`src/rtl/dpr_pkg.sv`:
```
package dpr_pkg;

    localparam int OFF_W  = 16;
    localparam int DATA_W = 64;
    localparam int CH_W   = 8;
    localparam int ARG_W  = 64;
    localparam int FLAG_W = 32;
    localparam int CODE_W = 8;
    localparam int PAD_W  = ARG_W - OFF_W;

    localparam logic [CODE_W-1:0] SUBSYS_DISPLAY = 8'h02;
    localparam logic [CODE_W-1:0] EVT_BGCOL      = 8'h10;
    localparam logic [CODE_W-1:0] EVT_MODE       = 8'h11;

    typedef enum logic [1:0] {
        KIND_NONE  = 2'd0,
        KIND_BGCOL = 2'd1,
        KIND_MODE  = 2'd2
    } reg_kind_e;

    typedef struct packed {
        logic [CH_W-1:0] r;
        logic [CH_W-1:0] g;
        logic [CH_W-1:0] b;
    } rgb_t;

    typedef struct packed {
        logic              valid;
        logic [CODE_W-1:0] subsys;
        logic [CODE_W-1:0] evt;
        logic [ARG_W-1:0]  a0;
        logic [ARG_W-1:0]  a1;
        logic [ARG_W-1:0]  a2;
        logic [ARG_W-1:0]  a3;
        logic [FLAG_W-1:0] flags;
    } trace_rec_t;

    function automatic rgb_t unpack_rgb(input logic [DATA_W-1:0] d);
        rgb_t c;
        c.r = d[3*CH_W-1:2*CH_W];
        c.g = d[2*CH_W-1:CH_W];
        c.b = d[CH_W-1:0];
        return c;
    endfunction

    function automatic rgb_t grey(input logic [CH_W-1:0] lvl);
        rgb_t c;
        c.r = lvl;
        c.g = lvl;
        c.b = lvl;
        return c;
    endfunction

    function automatic logic [CODE_W-1:0] kind_code(input reg_kind_e k);
        case (k)
            KIND_BGCOL: return EVT_BGCOL;
            KIND_MODE:  return EVT_MODE;
            default:    return '0;
        endcase
    endfunction

    function automatic trace_rec_t idle_rec();
        trace_rec_t t;
        t = '0;
        return t;
    endfunction

endpackage

```
`src/rtl/dpr_decode.sv`:
```
module dpr_decode
    import dpr_pkg::*;
#(
    parameter logic [OFF_W-1:0] BG_OFF   = 16'h00E0,
    parameter logic [OFF_W-1:0] MODE_OFF = 16'h0000
) (
    input  logic             clk,
    input  logic             rst,
    input  logic             wr_en,
    input  logic [OFF_W-1:0] wr_off,
    output reg_kind_e        kind
);

    logic hit_bg;
    logic hit_mode;

    always_comb begin
        hit_bg   = wr_en && (wr_off == BG_OFF);
        hit_mode = wr_en && (wr_off == MODE_OFF);
        if (hit_bg)
            kind = KIND_BGCOL;
        else if (hit_mode)
            kind = KIND_MODE;
        else
            kind = KIND_NONE;
    end

    AST_DECODE_EXCLUSIVE: assert property (@(posedge clk) disable iff (rst)
        $onehot0({hit_bg, hit_mode}));

    AST_IDLE_NO_KIND: assert property (@(posedge clk) disable iff (rst)
        !wr_en |-> kind == KIND_NONE);

endmodule

```
`src/rtl/dpr_colour_latch.sv`:
```
module dpr_colour_latch
    import dpr_pkg::*;
#(
    parameter logic [CH_W-1:0] RESET_LEVEL = 8'h40
) (
    input  logic              clk,
    input  logic              rst,
    input  logic              load,
    input  logic [DATA_W-1:0] data,
    output rgb_t              colour
);

    rgb_t colour_q;

    always_ff @(posedge clk) begin
        if (rst)
            colour_q <= grey(RESET_LEVEL);
        else if (load)
            colour_q <= unpack_rgb(data);
    end

    assign colour = colour_q;

    AST_COLOUR_HOLD: assert property (@(posedge clk) disable iff (rst)
        !load |=> $stable(colour));

    AST_COLOUR_LOAD: assert property (@(posedge clk) disable iff (rst)
        load |=> (colour.r == $past(data[23:16])) && (colour.g == $past(data[15:8]))
                 && (colour.b == $past(data[7:0])));

endmodule

```
`src/rtl/dpr_trace_fmt.sv`:
```
module dpr_trace_fmt
    import dpr_pkg::*;
(
    input  logic              clk,
    input  logic              rst,
    input  reg_kind_e         kind,
    input  logic [OFF_W-1:0]  wr_off,
    input  logic [DATA_W-1:0] wr_data,
    output trace_rec_t        rec
);

    trace_rec_t rec_q;
    trace_rec_t rec_d;

    always_comb begin
        rec_d = idle_rec();
        if (kind != KIND_NONE) begin
            rec_d.valid  = 1'b1;
            rec_d.subsys = SUBSYS_DISPLAY;
            rec_d.evt    = kind_code(kind);
            rec_d.a0     = {{PAD_W{1'b0}}, wr_off};
            rec_d.a1     = wr_data;
        end
    end

    always_ff @(posedge clk) begin
        if (rst)
            rec_q <= idle_rec();
        else
            rec_q <= rec_d;
    end

    assign rec = rec_q;

    AST_VALID_CAUSE: assert property (@(posedge clk) disable iff (rst)
        rec.valid |-> $past(kind) != KIND_NONE);

    AST_RESERVED_ZERO: assert property (@(posedge clk) disable iff (rst)
        rec.valid |-> (rec.a2 == '0) && (rec.a3 == '0) && (rec.flags == '0));

    AST_IDLE_FIELDS_ZERO: assert property (@(posedge clk) disable iff (rst)
        !rec.valid |-> (rec.a0 == '0) && (rec.a1 == '0) && (rec.evt == '0));

endmodule

```
`src/rtl/disp_priv_regs.sv`:
```
module disp_priv_regs
    import dpr_pkg::*;
#(
    parameter logic [15:0] BG_OFF      = 16'h00E0,
    parameter logic [15:0] MODE_OFF    = 16'h0000,
    parameter logic [7:0]  RESET_LEVEL = 8'h40
) (
    input  logic        clk,
    input  logic        rst,
    input  logic        wr_en,
    input  logic [15:0] wr_off,
    input  logic [63:0] wr_data,
    output logic [7:0]  bg_red,
    output logic [7:0]  bg_green,
    output logic [7:0]  bg_blue,
    output logic        trc_valid,
    output logic [7:0]  trc_subsys,
    output logic [7:0]  trc_event,
    output logic [63:0] trc_arg0,
    output logic [63:0] trc_arg1,
    output logic [63:0] trc_arg2,
    output logic [63:0] trc_arg3,
    output logic [31:0] trc_flags
);

    reg_kind_e  kind;
    rgb_t       colour;
    trace_rec_t rec;

    dpr_decode #(
        .BG_OFF   (BG_OFF),
        .MODE_OFF (MODE_OFF)
    ) u_decode (
        .clk    (clk),
        .rst    (rst),
        .wr_en  (wr_en),
        .wr_off (wr_off),
        .kind   (kind)
    );

    dpr_colour_latch #(
        .RESET_LEVEL (RESET_LEVEL)
    ) u_colour (
        .clk    (clk),
        .rst    (rst),
        .load   (kind == KIND_BGCOL),
        .data   (wr_data),
        .colour (colour)
    );

    dpr_trace_fmt u_trace (
        .clk     (clk),
        .rst     (rst),
        .kind    (kind),
        .wr_off  (wr_off),
        .wr_data (wr_data),
        .rec     (rec)
    );

    assign bg_red     = colour.r;
    assign bg_green   = colour.g;
    assign bg_blue    = colour.b;
    assign trc_valid  = rec.valid;
    assign trc_subsys = rec.subsys;
    assign trc_event  = rec.evt;
    assign trc_arg0   = rec.a0;
    assign trc_arg1   = rec.a1;
    assign trc_arg2   = rec.a2;
    assign trc_arg3   = rec.a3;
    assign trc_flags  = rec.flags;

    AST_MODE_KEEPS_COLOUR: assert property (@(posedge clk) disable iff (rst)
        (wr_en && wr_off == MODE_OFF) |=> $stable({bg_red, bg_green, bg_blue}));

    AST_UNKNOWN_SILENT: assert property (@(posedge clk) disable iff (rst)
        (wr_en && wr_off != MODE_OFF && wr_off != BG_OFF) |=> !trc_valid);

    AST_WRITE_EMITS: assert property (@(posedge clk) disable iff (rst)
        (wr_en && (wr_off == MODE_OFF || wr_off == BG_OFF)) |=> trc_valid
            && trc_subsys == SUBSYS_DISPLAY);

    AST_BG_EVENT_CODE: assert property (@(posedge clk) disable iff (rst)
        (wr_en && wr_off == BG_OFF) |=> trc_event == EVT_BGCOL);

endmodule

```
`config.mk`:
```
export PLATFORM = sky130hd
export DESIGN_NAME = disp_priv_regs
export DESIGN_NICKNAME = d
export VERILOG_FILES = /design/src/rtl/dpr_pkg.sv /design/src/rtl/dpr_decode.sv /design/src/rtl/dpr_colour_latch.sv /design/src/rtl/dpr_trace_fmt.sv /design/src/rtl/disp_priv_regs.sv
export SDC_FILE = /design/constraint.sdc
export NUM_CORES = 1
export LEC_CHECK = 0
export BUFFER_PORTS_ARGS = -buffer_cell sky130_fd_sc_hd__clkbuf_2
export CAP_MARGIN = 15
export CORE_MARGIN = 4
export CORE_UTILIZATION = 23
export CTS_CLUSTER_DIAMETER = 100
export DETAILED_ROUTE_END_ITERATION = 8
export SYNTH_ARGS = -nofsm -noshare
export SYNTH_HDL_FRONTEND = slang
export SYNTH_HIERARCHICAL = 1
export SYNTH_SLANG_ARGS = --single-unit
```
`constraint.sdc`:
```
create_clock -name clk -period 4.7 [get_ports clk]
set_input_delay 0.235 -clock clk [delete_from_list [all_inputs] [get_ports clk]]
set_output_delay 0.235 -clock clk [all_outputs]
set_load 0.03 [all_outputs]
```
After elaboration in Yosys (flattened, before gate mapping)
Index checks and enable logic that the tools add are counted.

cells by class
  muxes and demuxes = 4
  reductions and logical operators = 5
  equality and inequality tests = 3
  bitwise operators = 1

operator list
  cell                                                                     number
  145-bit 2-to-1 mux                                                       1
  16-bit by 8-bit equality test with 1-bit output (second input constant)  1
  16-bit logical NOT                                                       1
  5-bit one-hot mux with 2 select lines                                    1
  2-bit 2-to-1 mux                                                         2
  2-bit by 1-bit equality test with 1-bit output (second input constant)   1
  2-bit equality test (second input constant)                              1
  1-bit logical AND                                                        2
  2-bit nonzero test                                                       1
  2-bit OR reduction                                                       1
  1-bit NOT                                                                1

word-level totals
  input bits = 83
  flip-flop bits (word level) = 169
  output and inout port bits = 329
  logic and storage cells = 22

Longest topological paths before layout
Gate-level depths: netlist of run 1.

  word-level depth = 7
  mapped depth = 9

Cells and area by module
The synthesis of run 1 kept the hierarchy.

modules (own cells, without submodules)
  module            area an instance (sq um)  cells an instance  times used
  dpr_trace_fmt     4515.6                    411                1
  dpr_colour_latch  874.6                     77                 1
  dpr_decode        78.8                      9                  1
  disp_priv_regs    13.8                      1                  1

Least setup slack after synthesis of run 1
No wires, ideal clock.

  path kind = input -> register
  start = input port wr_off[15]
  end = register u_trace.rec_q, in the netlist u_trace/rec[162]
  setup time = 0.072 ns
  cell stages on the path = 8
  path buffers = 2
  data arrival time = 1.670 ns
  required time = 4.628 ns
  setup slack = 2.957 ns
  cell sequence = nor4b_2 -> nand4_1 -> nor4_2 -> inv_1 -> ha_1 -> buf_4 -> buf_6 -> nor3b_2

between the ends
  word-level cells in the longest chain between the ends = 7

RTL lines
  element                                RTL line              RTL
  from (decl)                            disp_priv_regs.sv:11  input logic [15:0] wr_off,
  16-bit logical NOT                     dpr_decode.sv:19      hit_mode = wr_en && (wr_off == MODE_OFF);
  1-bit logical AND                      dpr_decode.sv:19
  2-bit 2-to-1 mux                       dpr_decode.sv:22      else if (hit_mode)
  2-bit 2-to-1 mux *                     dpr_decode.sv:20      if (hit_bg)
  named net kind[1]                      disp_priv_regs.sv:26  reg_kind_e kind;
  2-bit nonzero test *                   dpr_trace_fmt.sv:17   if (kind != KIND_NONE) begin
  1-bit NOT (no source line) *           --
  2-bit OR reduction (no source line) *  --
  to (signal assigned)                   dpr_trace_fmt.sv:28   rec_q <= idle_rec();
  to (signal assigned)                   dpr_trace_fmt.sv:30   rec_q <= rec_d;
  to (decl)                              dpr_trace_fmt.sv:12   trace_rec_t rec_q;

Mark *: on every way through the listed nets, which the timed path passes. The rest lies on a longest branch.
A chain may end at the register's enable or synchronous reset.

Worst setup path after layout of run 1
  start = input port wr_off[1]
  end = register u_trace.rec_q, in the netlist u_trace/rec[232]

The elaborated chain is that of the path after synthesis.

==> out/results.tsv, run 1 <==
stage	metric	value	unit
routing	firstDrtPassIters	4	
clocking	clockBufferDepth	2	
clocking	cts_setup_buffers	0	
worst_hold_path	hold_path.class	primary input to flop	
routing	viasPerCell	3.20	
floorplan	core-area	0.0235	sq mm
global_route	grt-ovfl-total	0	
critical_path	critPathKind	primary input to flop	
sta	finalSetupTns	0	ns
cells_and_area	fin_nets	761	
power_and_ir_drop	switching_share	33.3	%
floorplan	die_area	0.0264	sq mm
synthesis	syn_area_per_cell	11.0	sq um
cells_and_area	drive_gt1_share	41.7	%
sta	fin_crit	2.25	ns
synthesis	synth_top_area_cell	dfxtp_1	
global_route	grt_antenna_before_repair	0	
synthesis	syn-instance-count	498	
floorplan	start_util	23.4	%
synthesis	synth.top_cell.area_share	39.1	%
synthesis	synth-simple-area-share	20.9	%
critical_path	slowest_stage	buf_4	
cells_and_area	fin_util	25.9	%
floorplan	io_pins	412	
floorplan	die_w	162	microns
critical_path	crit_path_start_kind	primary input	
cells_and_area	num_antenna_cells	0	
synthesis	synth_xor_area_share	0	%
synthesis	synth.distinct_cells	20	
critical_path	crit_path_end_kind	flop	
critical_path	slowest_delay	0.43	ns
synthesis	synth_compound_area_share	0.479	%
sta	drv_slew	0	
clocking	cts_resized	0	
clocking	ctsHoldBuffers	0	
clocking	cts_sinks	107	
sta	timing.fmax	445	MHz
global_route	grt_pass1_wl	15800	microns
synthesis	synth_top_family_by_area	buffers and inverters	
cells_and_area	final_cell_area	0.00609	sq mm
placed_design	dpl-instance-area	0.00578	sq mm
global_route	gr-usage-all-layers	7.81	%
sta	final.period_utilization	47.9	%
sta	relSlewSlack	28.6	%
placed_design	finalWeightedCongestion	0.715	
cells_and_area	layoutNonFillerInstCount	1000	
routing	route.detailed.drc	0	
power_and_ir_drop	irDropWorstVdd	0.000125	V
clocking	clock-root-buffer	clkbuf_16	
sta	fin_skew	0	ns
power_and_ir_drop	p_leak	2.83	nW
run	cap_violations	0	
critical_path	cp.required	4.97	ns
sta	hold_violations	0	
synthesis	synth_seq_area_share	39.1	%
sta	fin_ws	2.45	ns
power_and_ir_drop	power.density	327	mW/mm^2
floorplan	rows	56	
synthesis	synthesis.area	0.00548	sq mm
power_and_ir_drop	clkPwrFrac	38.9	%
clocking	cts.clk_slew.worst_paths	0.08	ns
synthesis	synth.ff_latch_count	107	
placed_design	dpl.cell_count	984	
synthesis	synth_warnings	6	
sta	rsz0062_at_grt	no	
sta	whs	0.101	ns
synthesis	synthMuxAreaShare	3.83	%
sta	setup_violations	0	
outcome	status	finished clean	
routing	wl	11800	microns
critical_path	crit_chain	clkbuf_2 > nor4_2 > nand4_1 > nor4_2 > inv_1 > ha_4 > buf_4 > nor3b_1	
sta	worst_pin_slew	1.07	ns
power_and_ir_drop	seqPwrFrac	45.5	%
cells_and_area	syn_to_final_growth	11.1	%
critical_path	worstPathArrival	2.51	ns
placed_design	post-dp-hpwl	9220	microns
clocking	ctsHtreeMaxLevel	3	
placed_design	portBuffers	190	
power_and_ir_drop	p_switching	0.662	mW
critical_path	crit_buf_inv	3	
power_and_ir_drop	p_comb_share	15.6	%
routing	drtIter0Drc	116	
critical_path	critPathMaxFanout	48	
clocking	cts_tree	yes	
power_and_ir_drop	p_total	1.99	mW
synthesis	synth_fa_ha_area_share	0.456	%
routing	wl_per_cell	11.8	microns
cells_and_area	final_common_cell	conb_1	
critical_path	path_delay_family	simple AND/OR/NAND/NOR gates	
placed_design	pre_cts_slack	1.99	ns
global_route	grt_pass1_vias	2945	
cells_and_area	layout_common_cells	conb_1, clkbuf_2, dfxtp_1	
routing	detail-route-antenna-nets	0	
global_route	grt_max_degree	49	
critical_path	cp_common_cell	nor4_2	
floorplan	die_h	162	microns
clocking	clock_latency	0.35	ns
synthesis	yosys-top-cells-area	dfxtp_1, buf_4, nor3b_2	
power_and_ir_drop	intPower	1.33	mW
clocking	cts_buffers	9	
routing	vias	3200	
[cells in the mapped netlist]
library cell	n
buf_4	224
dfxtp_1	107
nor3b_2	69
nor2_1	24
mux2i_1	21
buf_6	16
nor3b_1	13
a211o_1	3
buf_2	3
nor2b_1	3
nor4_2	3
buf_12	2
ha_1	2
inv_1	2
clkbuf_1	1
conb_1	1
nand3_1	1
nand4_1	1
nor2b_4	1
nor4b_2	1
[path summary, 6_finish.rpt]
check | from | endpoint | slack, ns | cells past startpoint
max reg2reg | u_colour/colour[6] | u_colour/colour[6] | 3.91 | 2
min | wr_data[14] | u_colour/colour[14] | 0.10 | 2
max | wr_off[1] | u_trace/rec[232] | 2.45 | 8
min reg2reg | u_colour/colour[7] | u_colour/colour[7] | 0.50 | 2
[sequential cells by signal, summed over array words and instances (netlist names)]
register and count:
u_colour/colour 24, u_trace/rec 83
[per-layer routing]
metal	global-route usage [%]	routed length (microns)	vias to the layer above	part of all wire [%]
met5	0	0	-	0
met4	2.81	138	0	1.2
met3	3.29	1530	8	13
met2	13.6	5890	241	50
met1	8.47	4240	1444	36
li1	-	-	1507	-
[kinds of logic after synthesis]
logic type               after synthesis
adder cells (fa/ha/maj)                2
buffers and inverters                248
other                                  1
multiplexers                          21
flip-flops                           107
AO/OA/AOI/OAI                          3
AND/OR/NAND/NOR                      116
[layout make-up]
type	count	area, sq um
clock buffer	9	225
clock inverter	7	88.8
fill	2531	17400
inverter	2	7.51
multi-input combinational	363	2250
sequential	107	2140
tap	319	399
timing repair buffer	193	976
[power by group through the flow]
| stage | registers, mW | logic (mW) | clock network, mW |
|---|---|---|---|
| 6_report | 0.906 | 0.311 | 0.775 |
| 5_1_grt | 0.906 | 0.327 | 0.846 |
| 4_1_cts | 0.906 | 0.307 | 0.819 |
| 3_5_place_dp | 0.927 | 0.306 | 0 |
| 3_3_place_gp | 0.927 | 0.307 | 0 |
| 2_1_floorplan | 0.927 | 0.408 | 0 |
No activity file was read; power rests on OpenSTA's default activity.
==> inputs of run 2 (changes only) <==
--- a/config.mk
+++ b/config.mk
@@ -5,6 +5,7 @@
 export SDC_FILE = /design/constraint.sdc
 export NUM_CORES = 1
 export LEC_CHECK = 0
+export ABC_AREA = 1
 export BUFFER_PORTS_ARGS = -buffer_cell sky130_fd_sc_hd__clkbuf_2
 export CAP_MARGIN = 15
 export CORE_MARGIN = 4
==> constraint.sdc (replaced) <==
create_clock -name clk -period 2.4 [get_ports clk]
set_input_delay 0.12 -clock clk [delete_from_list [all_inputs] [get_ports clk]]
set_output_delay 0.12 -clock clk [all_outputs]
set_load 0.03 [all_outputs]
==> run 2 against run 1 <==
Cell count grew 19%. Synthesized area grew 5.7%. Clock power increased by 86%. Combinational power increased by 110%. Register-to-register slack worse by 2.1 ns. Largest cell class unchanged. Design area increased by 8.9%. Utilization grew 1.1 points. First-iteration DRC count is 11% higher. Global-route usage is 0.24 points lower. Power rose by 94%. Critical path type unchanged. Flip-flop and latch count is the same. Largest power group unchanged.
==> out/results.tsv, run 2 <==
stage	metric	value	unit
outcome	status	finished clean	
global_route	grt_pass1_wl	17100	microns
synthesis	synth_seq_area_share	37.0	%
sta	whs	0.0149	ns
placed_design	finalWeightedCongestion	0.779	
sta	setup_violations	0	
routing	viasPerCell	3.07	
clocking	clockBufferDepth	2	
routing	vias	3665	
routing	detail-route-antenna-nets	0	
synthesis	synth.ff_latch_count	107	
placed_design	post-dp-hpwl	9470	microns
global_route	grt-ovfl-total	0	
sta	final.period_utilization	91.0	%
routing	firstDrtPassIters	4	
sta	fin_skew	0	ns
clocking	clock-root-buffer	clkbuf_16	
floorplan	die_area	0.0278	sq mm
synthesis	synthesis.area	0.00579	sq mm
power_and_ir_drop	p_leak	3.64	nW
global_route	grt_pass1_vias	3273	
routing	drtIter0Drc	129	
synthesis	synth.distinct_cells	18	
global_route	grt_antenna_before_repair	0	
clocking	cts.clk_slew.worst_paths	0.08	ns
synthesis	ys.flop_type	dfxtp_1	
synthesis	syn-instance-count	660	
cells_and_area	layout_common_cells	conb_1, clkbuf_2, inv_1	
critical_path	critPathKind	primary input to flop	
placed_design	portBuffers	190	
synthesis	synth-edff-count	0	
cells_and_area	largest_register_ffs	83	
cells_and_area	final_cell_area	0.00663	sq mm
clocking	clock_latency	0.34	ns
synthesis	synth.most_common_cell	buf_4	
synthesis	synth.top_cell.area_share	37.0	%
sta	finalSetupTns	0	ns
cells_and_area	syn_to_final_growth	14.4	%
clocking	cts_sinks	107	
critical_path	worstPathArrival	2.46	ns
synthesis	ys_async_sr_fraction	0	%
placed_design	dpl-instance-area	0.00618	sq mm
power_and_ir_drop	irDropWorstVdd	0.000388	V
global_route	grt_max_degree	25	
critical_path	cp.required	2.67	ns
power_and_ir_drop	power.density	584	mW/mm^2
floorplan	io_pins	412	
sta	hold_violations	0	
synthesis	synth.top_cells.by_count	buf_4, inv_1, dfxtp_1	
floorplan	die_h	167	microns
routing	wl	11800	microns
sta	rsz0062_at_grt	no	
sta	relSlewSlack	45.3	%
sta	drv_slew	0	
critical_path	critPathMaxFanout	24	
floorplan	start_util	23.6	%
sta	fin_crit	2.18	ns
power_and_ir_drop	p_total	3.87	mW
synthesis	yosys-top-cells-area	dfxtp_1, buf_4, nor2_4	
floorplan	rows	57	
sta	timing.fmax	458	MHz
cells_and_area	layoutNonFillerInstCount	1194	
global_route	gr-usage-all-layers	7.57	%
clocking	ctsHtreeMaxLevel	3	
worst_hold_path	hold_path.class	primary input to flop	
cells_and_area	num_antenna_cells	0	
routing	wl_per_cell	9.86	microns
clocking	cts_tree	yes	
synthesis	synth_warnings	6	
synthesis	syn_area_per_cell	8.78	sq um
floorplan	die_w	167	microns
sta	worst_pin_slew	0.819	ns
floorplan	core-area	0.0245	sq mm
critical_path	crit_path_end_kind	flop	
cells_and_area	fin_nets	950	
critical_path	crit_path_start_kind	primary input	
placed_design	dpl.cell_count	1162	
cells_and_area	drive_gt1_share	32.9	%
cells_and_area	final_common_cell	conb_1	
run	cap_violations	0	
synthesis	synth_top_area_cell	dfxtp_1	
clocking	cts_buffers	9	
routing	route.detailed.drc	0	
[run 2: changes by cell type after synthesis, moves of 3 or more]
cell	delta
nor3b_2	-69
nand2_1	+54
a211o_1	-3
nor2_4	+69
mux2i_1	-21
nor2b_1	-3
inv_1	+110
buf_12	+6
buf_6	-13
nor3b_1	-13
nand3_1	+3
nor2_1	+41
nor4_2	-3
[run 2: final timing paths]
check                       from                   to  slack [ns]  cells past startpoint
max                   wr_off[10]     u_trace/rec[235]        0.22                     12
min                  wr_data[45]     u_trace/rec[205]        0.01                      3
max reg2reg  u_colour/colour[14]  u_colour/colour[14]        1.80                      2
min reg2reg   u_colour/colour[6]   u_colour/colour[6]        0.47                      2
[run 2: power by group]
part / total (mW) / internal [mW] / switching, mW
logic: 0.655 / 0.0869 / 0.568
clock network: 1.44 / 0.730 / 0.713
registers: 1.77 / 1.77 / 0.00000638
[run 2: metal layers]
layer / GRT usage, % / up-vias / part of all wire (%)
li1: - / 1834 / -
met1: 8.84 / 1571 / 38
met2: 13.5 / 249 / 49
met3: 2.11 / 11 / 11
met4: 2.31 / 0 / 1.4
met5: 0 / - / 0
[run 2: through the flow]
stage | setup WS, ns | util (%)
2_1_floorplan | 1.07 | -
3_3_place_gp | 0.351 | 25.2
3_5_place_dp | 0.335 | 25.2
5_1_grt | 0.0619 | 27.0
4_1_cts | 0.134 | 27.0
6_report | 0.216 | 27.0
[run 2: cells by family after synthesis]
| group | synth area share, % |
|---|---|
| adder cells (fa/ha/maj) | 0.432 |
| other | 0.0647 |
| buffers and inverters | 40.4 |
| flip-flops | 37.0 |
| AND/OR/NAND/NOR | 22.1 |
[run 2: cell type report]
class / count / area (sq um)
clock inverters: 6 / 56.3
multi-input cells: 421 / 2160
inverters: 113 / 424
fillers: 2634 / 17900
repair buffers: 213 / 1220
clock buffers: 10 / 229
flip-flops and latches: 107 / 2140
well taps: 324 / 405
[run 2: timing repair]
| item | 4_1_cts | 5_1_grt |
|---|---|---|
| buffers inserted | 0 | 0 |
| hold buffers | 15 | 1 |
| setup endpoints to repair | 0 | 12 |
| resized for setup | 0 | 2 |
| endpoints found under the hold margin | 15 | 1 |
[run 2: worst max-delay path, stage by stage]
cell	delay, ns
dlygate4sd3_1	0.57
clkbuf_2	0.13
nor2_1	0.07
and2_0	0.22
nand2_1	0.11
nor2_2	0.21
inv_1	0.07
ha_1	0.17
inv_1	0.14
nand2_8	0.23
buf_12	0.29
nor2_1	0.12
==> inputs of run 3 (changes only) <==
--- a/config.mk
+++ b/config.mk
@@ -8,10 +8,11 @@
 export ABC_AREA = 1
 export BUFFER_PORTS_ARGS = -buffer_cell sky130_fd_sc_hd__clkbuf_2
 export CAP_MARGIN = 15
-export CORE_MARGIN = 4
+export CORE_MARGIN = 5
 export CORE_UTILIZATION = 23
 export CTS_CLUSTER_DIAMETER = 100
 export DETAILED_ROUTE_END_ITERATION = 8
+export RECOVER_POWER = 100
 export SYNTH_ARGS = -nofsm -noshare
 export SYNTH_HDL_FRONTEND = slang
 export SYNTH_HIERARCHICAL = 1
==> constraint.sdc (replaced) <==
create_clock -name clk -period 2.4 [get_ports clk]
set_input_delay 0.48 -clock clk [delete_from_list [all_inputs] [get_ports clk]]
set_output_delay 0.48 -clock clk [all_outputs]
set_load 0.03 [all_outputs]
==> run 3 against run 2 <==
Combinational power shrank 6.3%. Clock-buffer cell count is the same. Design area shrank 9.7%. Critical path depth shrank 1. Clock skew is the same. Clock power is essentially flat. Via count shrank 2.2%. Critical path type unchanged. Largest cell class is now flip-flops and latches.
==> out/results.tsv, run 3 (synthesized netlist as in run 2, its figures left out) <==
stage	metric	value	unit
clocking	cts.clk_slew.worst_paths	0.08	ns
cells_and_area	fin_nets	933	
clocking	ctsHoldBuffers	0	
critical_path	startpoint	wr_off[11]	
clocking	cts_setup_buffers	0	
routing	route.detailed.drc	0	
cells_and_area	syn_to_final_growth	3.39	%
global_route	grt-ovfl-total	0	
routing	viasPerCell	3.03	
sta	hold_violations	0	
run	cap_violations	0	
sta	drv_slew	0	
sta	timing.fmax	527	MHz
clocking	ctsHtreeMaxLevel	3	
critical_path	worstPathArrival	2.13	ns
power_and_ir_drop	p_leak	3.18	nW
outcome	status	finished clean	
floorplan	die_h	169	microns
sta	setup_violations	0	
sta	fin_ws	0.502	ns
floorplan	io_pins	412	
placed_design	pre_cts_slack	0.167	ns
sta	final.period_utilization	79.1	%
cells_and_area	final_common_cell	conb_1	
placed_design	post-dp-hpwl	9710	microns
power_and_ir_drop	clkPwrFrac	37.7	%
clocking	cts_buffers	9	
cells_and_area	largest_register_ffs	83	
floorplan	die_area	0.0285	sq mm
sta	fin_crit	1.90	ns
worst_hold_path	hp-start	wr_data[44]	
global_route	gr-usage-all-layers	7.51	%
critical_path	critPathKind	primary input to flop	
cells_and_area	drive_gt1_share	15.7	%
power_and_ir_drop	intPower	2.57	mW
sta	finalSetupTns	0	ns
worst_hold_path	hold_path.class	primary input to flop	
global_route	grt_max_degree	39	
sta	rsz0062_at_grt	no	
sta	fin_skew	0	ns
clocking	clock_latency	0.33	ns
routing	vias	3586	
critical_path	r2r_start	u_colour/colour[0]	
power_and_ir_drop	p_comb_share	16.0	%
power_and_ir_drop	power.density	640	mW/mm^2
floorplan	die_w	169	microns
routing	wl_per_cell	10.2	microns
clocking	clock-root-buffer	clkbuf_16	
critical_path	crit_path_start_kind	primary input	
routing	firstDrtPassIters	4	
global_route	grt_pass1_vias	3421	
power_and_ir_drop	switching_share	32.9	%
cells_and_area	layout_common_cells	conb_1, inv_1, clkbuf_1	
clocking	cts_resized	0	
power_and_ir_drop	irDropWorstVdd	0.000354	V
routing	drtIter0Drc	156	
clocking	cts_tree	yes	
global_route	grt_antenna_before_repair	0	
critical_path	crit_path_end_kind	flop	
floorplan	core-area	0.0250	sq mm
floorplan	start_util	23.2	%
sta	worst_pin_slew	0.797	ns
cells_and_area	num_antenna_cells	0	
routing	detail-route-antenna-nets	0	
power_and_ir_drop	seqPwrFrac	46.3	%
floorplan	rows	58	
placed_design	finalWeightedCongestion	0.775	
critical_path	critPathMaxFanout	12	
clocking	clockBufferDepth	2	
routing	wl	12000	microns
clocking	cts_sinks	107	
placed_design	portBuffers	190	
sta	relSlewSlack	46.8	%
global_route	grt_pass1_wl	17200	microns
power_and_ir_drop	p_switching	1.26	mW
critical_path	cp.required	2.63	ns
[run 3: changes by cell type in the layout (fill, tap and decap cells not counted), moves of 3 or more]
cell           change
clkbuf_1         +110
nor2_1            +41
nor2_4            -40
dlygate4sd3_1     -16
buf_12             -3
clkbuf_2         -109
[run 3: worst max-delay path, cell delays in order]
cell and delay [ns]:
clkbuf_2 0.09, nor2_1 0.09, and2_0 0.26, nand2_1 0.11, nor2_1 0.13, inv_1 0.09, nor2_4 0.32, clkbuf_1 0.34
nand2_1 0.09, nand2_1 0.07, nor2_1 0.05
[run 3: worst paths after layout]
| check | end | slack, ns | depth (start not counted) |
|---|---|---|---|
| max | u_colour/colour[0] | 0.50 | 11 |
| min | u_trace/rec[204] | 0.33 | 3 |
| max reg2reg | u_colour/colour[0] | 1.79 | 2 |
| min reg2reg | u_colour/colour[14] | 0.46 | 2 |
[run 3: cell type report]
| class | count | area, sq um |
|---|---|---|
| Multi-Input combinational cell | 421 | 1850 |
| Tap cell | 330 | 413 |
| Sequential cell | 107 | 2140 |
| Timing Repair Buffer | 196 | 872 |
| Clock buffer | 10 | 229 |
| Fill cell | 2840 | 19000 |
| Clock inverter | 6 | 56.3 |
| Inverter | 113 | 424 |
[run 3: metal layers]
layer  wire length, microns  GRT usage, %  vias up  share of wire, %
met5                      0             0        -                 0
met4                    112          1.91        0              0.93
met3                   1620          2.71        8                14
met2                   5650          13.1      252                47
met1                   4640          8.77     1529                39
li1                       -             -     1797                 -
[run 3: power groups by stage]
| stage | clock network (mW) | registers [mW] | logic (mW) |
|---|---|---|---|
| detailed placement | 0 | 1.82 | 0.622 |
| CTS | 1.53 | 1.77 | 0.623 |
| global placement | 0 | 1.82 | 0.622 |
| global route | 1.59 | 1.77 | 0.659 |
| floorplan | 0 | 1.82 | 0.813 |
| finish | 1.45 | 1.77 | 0.614 |
[run 3: per-stage QoR]
step	total power [mW]	hold WS, ns	util (%)	std cells	cell area (sq um)
finish	3.83	0.330	24.0	1183	5990
CTS	3.92	0.322	25.8	1183	6440
global route	4.02	0.328	24.0	1183	5990
floorplan	2.63	0.591	-	880	6620
global placement	2.44	0.440	24.7	1167	6150
detailed placement	2.44	0.447	24.7	1167	6150
